## config.mk

```make
export PLATFORM = sky130hd
export DESIGN_NAME = can_accept_filter
export DESIGN_NICKNAME = d
export VERILOG_FILES = /design/src/rtl/caf_pkg.sv /design/src/rtl/caf_first_hit.sv /design/src/rtl/caf_rule_bank.sv /design/src/rtl/can_accept_filter.sv
export SDC_FILE = /design/constraint.sdc
export NUM_CORES = 2
export LEC_CHECK = 0
export BUFFER_PORTS_ARGS = -buffer_cell sky130_fd_sc_hd__buf_2
export CAP_MARGIN = 20
export CORE_MARGIN = 2
export CORE_UTILIZATION = 65
export DETAILED_ROUTE_END_ITERATION = 7
export PLACE_DENSITY = 0.8
export SYNTH_ARGS = -nofsm -noshare
export SYNTH_HDL_FRONTEND = slang
export SYNTH_SLANG_ARGS = --single-unit
```

## constraint.sdc

```tcl
create_clock -name clk -period 12.4 [get_ports clk]
set_input_delay 0.62 -clock clk [delete_from_list [all_inputs] [get_ports clk]]
set_output_delay 0.62 -clock clk [all_outputs]
set_load 0.01 [all_outputs]
```

## src/rtl/caf_pkg.sv

```systemverilog
package caf_pkg;

   // How the two identifier fields of a rule are interpreted
   typedef enum logic [1:0] {
      MT_PAIR  = 2'd0,   // key equals either field
      MT_RANGE = 2'd1,   // field1 <= key <= field2
      MT_MASK  = 2'd2,   // key matches field1 on the bits set in field2
      MT_OFF   = 2'd3    // never matches
   } match_kind_e;

   // Action value that turns a hit into a rejection
   localparam int ACT_REJECT = 0;

endpackage

```

## src/rtl/caf_first_hit.sv

```systemverilog
// Lowest-index selector with an attached payload per input
module caf_first_hit #(
   parameter int N     = 28,
   parameter int IDX_W = 5,
   parameter int PW    = 3
) (
   input  logic [N-1:0]         vec,
   input  logic [N-1:0][PW-1:0] pay,
   output logic                 found,
   output logic [IDX_W-1:0]     idx,
   output logic [PW-1:0]        sel
);

   always_comb begin
      found = 1'b0;
      idx   = '0;
      sel   = '0;
      // walk downwards so the lowest set position is the last one kept
      for (int i = N - 1; i >= 0; i--) begin
         if (vec[i]) begin
            found = 1'b1;
            idx   = IDX_W'(i);
            sel   = pay[i];
         end
      end
   end

endmodule

```

## src/rtl/caf_rule_bank.sv

```systemverilog
// One list of acceptance rules: storage, parallel compare, winner pick
module caf_rule_bank
   import caf_pkg::*;
#(
   parameter int N     = 28,
   parameter int W     = 11,
   parameter int IDX_W = 5,
   parameter int CNT_W = 5,
   parameter int ACT_W = 3
) (
   input  logic             clk,
   input  logic             rst_n,
   input  logic             wr_en,
   input  logic [IDX_W-1:0] wr_idx,
   input  logic [1:0]       wr_type,
   input  logic [ACT_W-1:0] wr_act,
   input  logic [W-1:0]     wr_f1,
   input  logic [W-1:0]     wr_f2,
   input  logic [W-1:0]     key,
   input  logic [CNT_W-1:0] cnt,
   output logic             found,
   output logic [IDX_W-1:0] hit_idx,
   output logic [ACT_W-1:0] hit_act
);

   logic [N-1:0]            hit_vec;
   logic [N-1:0][ACT_W-1:0] act_vec;

   for (genvar g = 0; g < N; g++) begin : g_rule
      match_kind_e      kind_q;
      logic [ACT_W-1:0] act_q;
      logic [W-1:0]     f1_q;
      logic [W-1:0]     f2_q;
      logic             raw;
      logic             live;

      always_ff @(posedge clk) begin
         if (!rst_n) begin
            kind_q <= MT_PAIR;
            act_q  <= '0;
            f1_q   <= '0;
            f2_q   <= '0;
         end else if (wr_en && (wr_idx == IDX_W'(g))) begin
            kind_q <= match_kind_e'(wr_type);
            act_q  <= wr_act;
            f1_q   <= wr_f1;
            f2_q   <= wr_f2;
         end
      end

      always_comb begin
         case (kind_q)
            MT_PAIR:  raw = (key == f1_q) || (key == f2_q);
            MT_RANGE: raw = (key >= f1_q) && (key <= f2_q);
            MT_MASK:  raw = ((key ^ f1_q) & f2_q) == '0;
            default:  raw = 1'b0;
         endcase
      end

      // inside the active count, not switched off, not an all-zero entry
      assign live = (CNT_W'(g) < cnt) && (kind_q != MT_OFF) &&
                    ({kind_q, act_q, f1_q, f2_q} != '0);

      assign hit_vec[g] = live & raw;
      assign act_vec[g] = act_q;
   end

   caf_first_hit #(
      .N    (N),
      .IDX_W(IDX_W),
      .PW   (ACT_W)
   ) u_pick (
      .vec  (hit_vec),
      .pay  (act_vec),
      .found(found),
      .idx  (hit_idx),
      .sel  (hit_act)
   );

endmodule

```

## src/rtl/can_accept_filter.sv

```systemverilog
module can_accept_filter
   import caf_pkg::*;
#(
   parameter  int STD_RULES = 28,
   parameter  int EXT_RULES = 8,
   parameter  int STD_W     = 11,
   parameter  int EXT_W     = 29,
   parameter  int ACT_W     = 3,
   localparam int MAX_RULES = (STD_RULES > EXT_RULES) ? STD_RULES : EXT_RULES,
   localparam int IDX_W     = $clog2(MAX_RULES + 1),
   localparam int SCNT_W    = $clog2(STD_RULES + 1),
   localparam int ECNT_W    = $clog2(EXT_RULES + 1)
) (
   input  logic              clk,
   input  logic              rst_n,
   input  logic              cfg_init,
   input  logic              cfg_wr,
   input  logic [SCNT_W-1:0] cfg_std_cnt,
   input  logic [ECNT_W-1:0] cfg_ext_cnt,
   input  logic              wr_en,
   input  logic              wr_ext,
   input  logic [IDX_W-1:0]  wr_idx,
   input  logic [1:0]        wr_type,
   input  logic [ACT_W-1:0]  wr_act,
   input  logic [EXT_W-1:0]  wr_id1,
   input  logic [EXT_W-1:0]  wr_id2,
   input  logic              frm_valid,
   input  logic              frm_ext,
   input  logic [EXT_W-1:0]  frm_id,
   output logic              res_valid,
   output logic              res_hit,
   output logic              res_accept,
   output logic [IDX_W-1:0]  res_index,
   output logic [ACT_W-1:0]  res_action
);

   // elaboration-time parameter checks
   if (STD_RULES < 1 || EXT_RULES < 1) begin : g_bad_depth
      $error("rule lists need at least one entry");
   end
   if (STD_W < 1 || STD_W >= EXT_W) begin : g_bad_width
      $error("standard identifier must be narrower than extended");
   end
   if (ACT_W < 1) begin : g_bad_act
      $error("action code needs at least one bit");
   end

   // ---------------- rule counts, locked outside init ----------------
   logic [SCNT_W-1:0] std_cnt_q;
   logic [ECNT_W-1:0] ext_cnt_q;

   always_ff @(posedge clk) begin
      if (!rst_n) begin
         std_cnt_q <= '0;
         ext_cnt_q <= '0;
      end else if (cfg_wr && cfg_init) begin
         std_cnt_q <= (cfg_std_cnt > SCNT_W'(STD_RULES)) ? SCNT_W'(STD_RULES) : cfg_std_cnt;
         ext_cnt_q <= (cfg_ext_cnt > ECNT_W'(EXT_RULES)) ? ECNT_W'(EXT_RULES) : cfg_ext_cnt;
      end
   end

   // ---------------- rule write steering ----------------
   logic std_we;
   logic ext_we;

   assign std_we = wr_en && !wr_ext && (wr_idx < IDX_W'(STD_RULES));
   assign ext_we = wr_en &&  wr_ext && (wr_idx < IDX_W'(EXT_RULES));

   // ---------------- the two rule lists ----------------
   logic             std_found, ext_found;
   logic [IDX_W-1:0] std_idx,   ext_idx;
   logic [ACT_W-1:0] std_act,   ext_act;

   caf_rule_bank #(
      .N    (STD_RULES),
      .W    (STD_W),
      .IDX_W(IDX_W),
      .CNT_W(SCNT_W),
      .ACT_W(ACT_W)
   ) u_std (
      .clk    (clk),
      .rst_n  (rst_n),
      .wr_en  (std_we),
      .wr_idx (wr_idx),
      .wr_type(wr_type),
      .wr_act (wr_act),
      .wr_f1  (wr_id1[STD_W-1:0]),
      .wr_f2  (wr_id2[STD_W-1:0]),
      .key    (frm_id[STD_W-1:0]),
      .cnt    (std_cnt_q),
      .found  (std_found),
      .hit_idx(std_idx),
      .hit_act(std_act)
   );

   caf_rule_bank #(
      .N    (EXT_RULES),
      .W    (EXT_W),
      .IDX_W(IDX_W),
      .CNT_W(ECNT_W),
      .ACT_W(ACT_W)
   ) u_ext (
      .clk    (clk),
      .rst_n  (rst_n),
      .wr_en  (ext_we),
      .wr_idx (wr_idx),
      .wr_type(wr_type),
      .wr_act (wr_act),
      .wr_f1  (wr_id1),
      .wr_f2  (wr_id2),
      .key    (frm_id),
      .cnt    (ext_cnt_q),
      .found  (ext_found),
      .hit_idx(ext_idx),
      .hit_act(ext_act)
   );

   // ---------------- list select and result register ----------------
   logic             sel_found;
   logic [IDX_W-1:0] sel_idx;
   logic [ACT_W-1:0] sel_act;

   assign sel_found = frm_ext ? ext_found : std_found;
   assign sel_idx   = frm_ext ? ext_idx   : std_idx;
   assign sel_act   = frm_ext ? ext_act   : std_act;

   always_ff @(posedge clk) begin
      if (!rst_n) begin
         res_valid  <= 1'b0;
         res_hit    <= 1'b0;
         res_accept <= 1'b0;
         res_index  <= '0;
         res_action <= '0;
      end else begin
         res_valid <= frm_valid;
         if (frm_valid && sel_found) begin
            res_hit    <= 1'b1;
            res_accept <= (sel_act != ACT_W'(ACT_REJECT));
            res_index  <= sel_idx;
            res_action <= sel_act;
         end else begin
            res_hit    <= 1'b0;
            res_accept <= 1'b0;
            res_index  <= '0;
            res_action <= '0;
         end
      end
   end

endmodule

```

==> metrics <==
outcome=completed; Gate power share=a little under an eighth; post-detailed-placement half-perimeter wirelength=roughly 220 mm; aggregate routed wire length=~330 mm; post-synth net total=between 10000 and 15000; Std-Cell Rows=roughly 130; post-detailed-route via-to-cell ratio=around 6.7; LEAKAGE=between 0.03 and 0.04 uW; destination of the critical timing path=res_accept; Post-synth EDFFs=0; Least-Margin Pin Slew=approximately 1300 ps; Place WS=roughly 6600 ps; post-route setup TNS=0 ps; synthesized instance count=between 10000 and 15000; number of synthesis warnings=0; number of antenna violations at the first check in global routing=22; worst setup path start=frm_id[2]; max-cap check violation count=0; Period Utilization, post-route=a little over two fifths; class of the tightest hold or removal check=in2reg; worst slew margin relative to its limit=13.0%; Synth top area share=between 30 and 40%; number of global-route vias before repair=80400; total die area=around 0.13 sq mm; net switching power figure=2630 uW; Avg Inst Size Synth=~7.6 sq um; Period minus WS final=5230 ps; clock skew=approximately 20 ps; R2R Path End=res_accept; cell type with the highest occurrence count on the critical path=sky130_fd_sc_hd__buf_4; arrival time reported for the critical path endpoint=5950 ps; register area share after synthesis=30.6%; weighted congestion reported at the end of routability-driven placement=roughly 1.1; Core Box Area=approximately 0.13 sq mm; Final Slew Violations=0; clock slew seen by the registers of the worst setup and hold paths=roughly 60 ps; most frequent cell after synthesis=sky130_fd_sc_hd__nand2_1; first-pass iteration count of the detailed router=8; crit path capture type=register; clock sink count=approximately 1300; GRT met2 Usage=a little over two thirds; number of buffers inserted during clock tree synthesis=~140; global-route congestion overflow total=0; Final Net Count=12100; Worst R2R Start=std_cnt_q[1]; most instantiated flip-flop cell in the synthesis netlist=sky130_fd_sc_hd__dfxtp_1; GRT Max-Usage Layer=met2; area grow syn2layout=8.02%; launching element type of the critical path=input pin; Pwr per Cell Area=between 100 and 150 mW/mm^2; Internal Pwr Total=between 7000 and 8000 uW; Fillers=around 10000; total routing usage reported by global routing=approximately half; WS Path Type=in2reg; final routed DRC violation total=0; Max stage delay on crit path=slightly above 700 ps; height of the die=~360 um; CTS Root Cell=sky130_fd_sc_hd__clkbuf_16; maximum number of pins on one net before global-route repair=~160; Overall Power=9660 uW; RSZ-0062 raised after global routing=false; number of buffers on the longest clock path=3; clock tree from TritonCTS=built; ordered list of cells on the worst path=buf_4 > buf_4 > buf_4 > ha_1 > a21oi_1 > a21oi_1 > o31ai_1 > a21oi_1 > o311ai_0 > buf_4 > and2_1 > a311oi_1 > o31ai_1 > a31oi_1 > o211ai_1 > nor4b_2 > a211o_1; net switching fraction of the power=between 20% and 30%; x dimension of the die=about 360 um; count of cells resized by post-cts repair=0; leading post-synthesis cells by instance count=sky130_fd_sc_hd__nand2_1, sky130_fd_sc_hd__dfxtp_1, sky130_fd_sc_hd__a21boi_0; share of final-layout standard cells stronger than drive strength 1=under 10%; Max rail drop VDD=~140 uV; Skew-Pair Late Insertion Delay=790 ps; first-pass GRT wire length=slightly below 500 mm; Reg2Reg Depth=10; Post-Synthesis Cell Area=roughly 0.084 sq mm; flip-flop and latch count after synthesis=~1300; met1 GRT Util=60.5%; cell types with the largest area share after synthesis=sky130_fd_sc_hd__dfxtp_1, sky130_fd_sc_hd__ha_1, sky130_fd_sc_hd__nand2_1; Synth cell types=91; number of buffers inserted by post-CTS setup repair=0; effective utilization at floorplan=between 60% and 70%; hold-fix buffers at CTS=0; global routing usage on met3=between 10% and 20%; routed via count=84700; maximum frequency from static timing analysis=approximately 0.19 GHz; remaining number of nets flagged by the antenna check after routing=0; Top-Level Pins=125; CP max stage cell=sky130_fd_sc_hd__o311ai_0; data required time of the critical path=13120 ps; Clock Power Share=a little under half; routed len/inst=25.9 um; share of synthesized registers carrying an async set or reset=0%; H-tree level count=4; setup slack of the most critical reg-to-reg path=7690 ps; count of buffers from port buffering=between 100 and 150; Hold Fails Final Rpt=0; DRC marker count from the first detailed-route iteration=11300; number of setup violations in the final report=0; Reg power frac=42.9%; leading area contributor after synthesis=sky130_fd_sc_hd__dfxtp_1; fin worst setup slack=roughly 7200 ps; maximum fanout along the worst path=26
[per-stage QoR]
step	hold slack (ps)	utilization, %	std cells	instance area [sq um]
final	107	70.9	12700	90600
after global routing	110	70.8	12600	90600
after CTS	89.6	70.6	12600	90300
after detailed placement	468	66.9	12400	85600
after global placement	462	66.8	12400	85400
after floorplan	451	-	11000	83900
[sequential cells by signal (all words and copies together) (netlist names)]
| signal | flops |
|---|---|
| res_accept | 1 |
| u_ext.g_rule.act_q | 24 |
| res_valid | 1 |
| u_std.g_rule.act_q | 84 |
| std_cnt_q | 5 |
| res_action | 3 |
| res_hit | 1 |
| u_std.g_rule.kind_q | 56 |
| u_ext.g_rule.f2_q | 232 |
| ext_cnt_q | 4 |
| u_std.g_rule.f1_q | 308 |
| res_index | 5 |
| u_ext.g_rule.kind_q | 16 |
| u_ext.g_rule.f1_q | 232 |
| u_std.g_rule.f2_q | 308 |
[cell usage in the layout, fill, tap and decap left out, drive strengths merged, types with 20 or more instances in the layout]
master and n:
inv 1144, nand3 170, buf 229, clkbuf 190, a21o 80, or3 20
clkinv 28, a221oi 23, a31oi 40, and3 31, o21a 52, dfxtp 1280
nor2 272, ha 1080, a2111oi 44, a21oi 286, a211o 25, o22ai 140
o221ai 21, nor3 155, nand4 247, nand2b 191, nor4 340, o21ai 233
o2111ai 31, nand2 2743, and4 25, a211oi 100, o21bai 26, nand3b 20
o2111a 34, o31ai 28, nor2b 94, a21boi 1275, o211ai 53
[cell type report]
class / instances / area [sq um] / area share, %
inverter: 1138 / 4270 / 4.72
antenna: 16 / 40.0 / 0.0442
sequential: 1280 / 25600 / 28.3
timing repair buffer: 231 / 1730 / 1.91
clock buffer: 188 / 4010 / 4.43
clock inverter: 58 / 718 / 0.793
tap: 1662 / 2080 / 2.30
multi-input combinational: 8086 / 52100 / 57.5
[critical path, delay by kind of cell]
| kind | cells | cell delay (ps) |
|---|---|---|
| fa+ha+maj | 1 | 370 |
| simple gates | 2 | 460 |
| buf+inv | 4 | 1990 |
| compound gates | 10 | 2420 |
[routing by layer]
metal | up-vias | routed length (um)
met3 | 1521 | 46400
met5 | - | 115
met1 | 39800 | 122000
li1 | 37800 | -
met2 | 5502 | 134000
met4 | 18 | 25200
[kinds of logic (layout without fill, tap and decap cells)]
group                    Yosys count  count (layout)  share of synthesized area (%)
other                              0              16                              0
multiplexers                       3               3                         0.0358
adder cells (fa/ha/maj)         1080            1080                           16.1
buffers and inverters           1663            1615                           7.50
flip-flops                      1280            1280                           30.6
AO/OA/AOI/OAI                   2607            2607                           22.2
AND/OR/NAND/NOR                 4396            4396                           23.6
[power groups by stage]
stage,clock [uW],sequential [uW],combinational (uW)
after floorplan,0,4230,600
after global placement,0,4230,1030
after detailed placement,0,4230,1050
after CTS,4380,4140,1060
after global routing,4540,4140,1170
final,4400,4140,1120
[worst min path at each step]
stage                                   from                        to  slack [ps]  depth (start not counted)
floorplan           u_std.g_rule[1].act_q[1]  u_std.g_rule[1].act_q[1]         450                          2
global placement                std_cnt_q[3]              std_cnt_q[3]         460                          2
detailed placement              std_cnt_q[3]              std_cnt_q[3]         470                          2
CTS                           cfg_std_cnt[0]              std_cnt_q[0]          90                          3
global route                  cfg_std_cnt[0]              std_cnt_q[0]         110                          3
finish                        cfg_std_cnt[0]              std_cnt_q[0]         110                          3
Power figures use the tool's default switching activity.
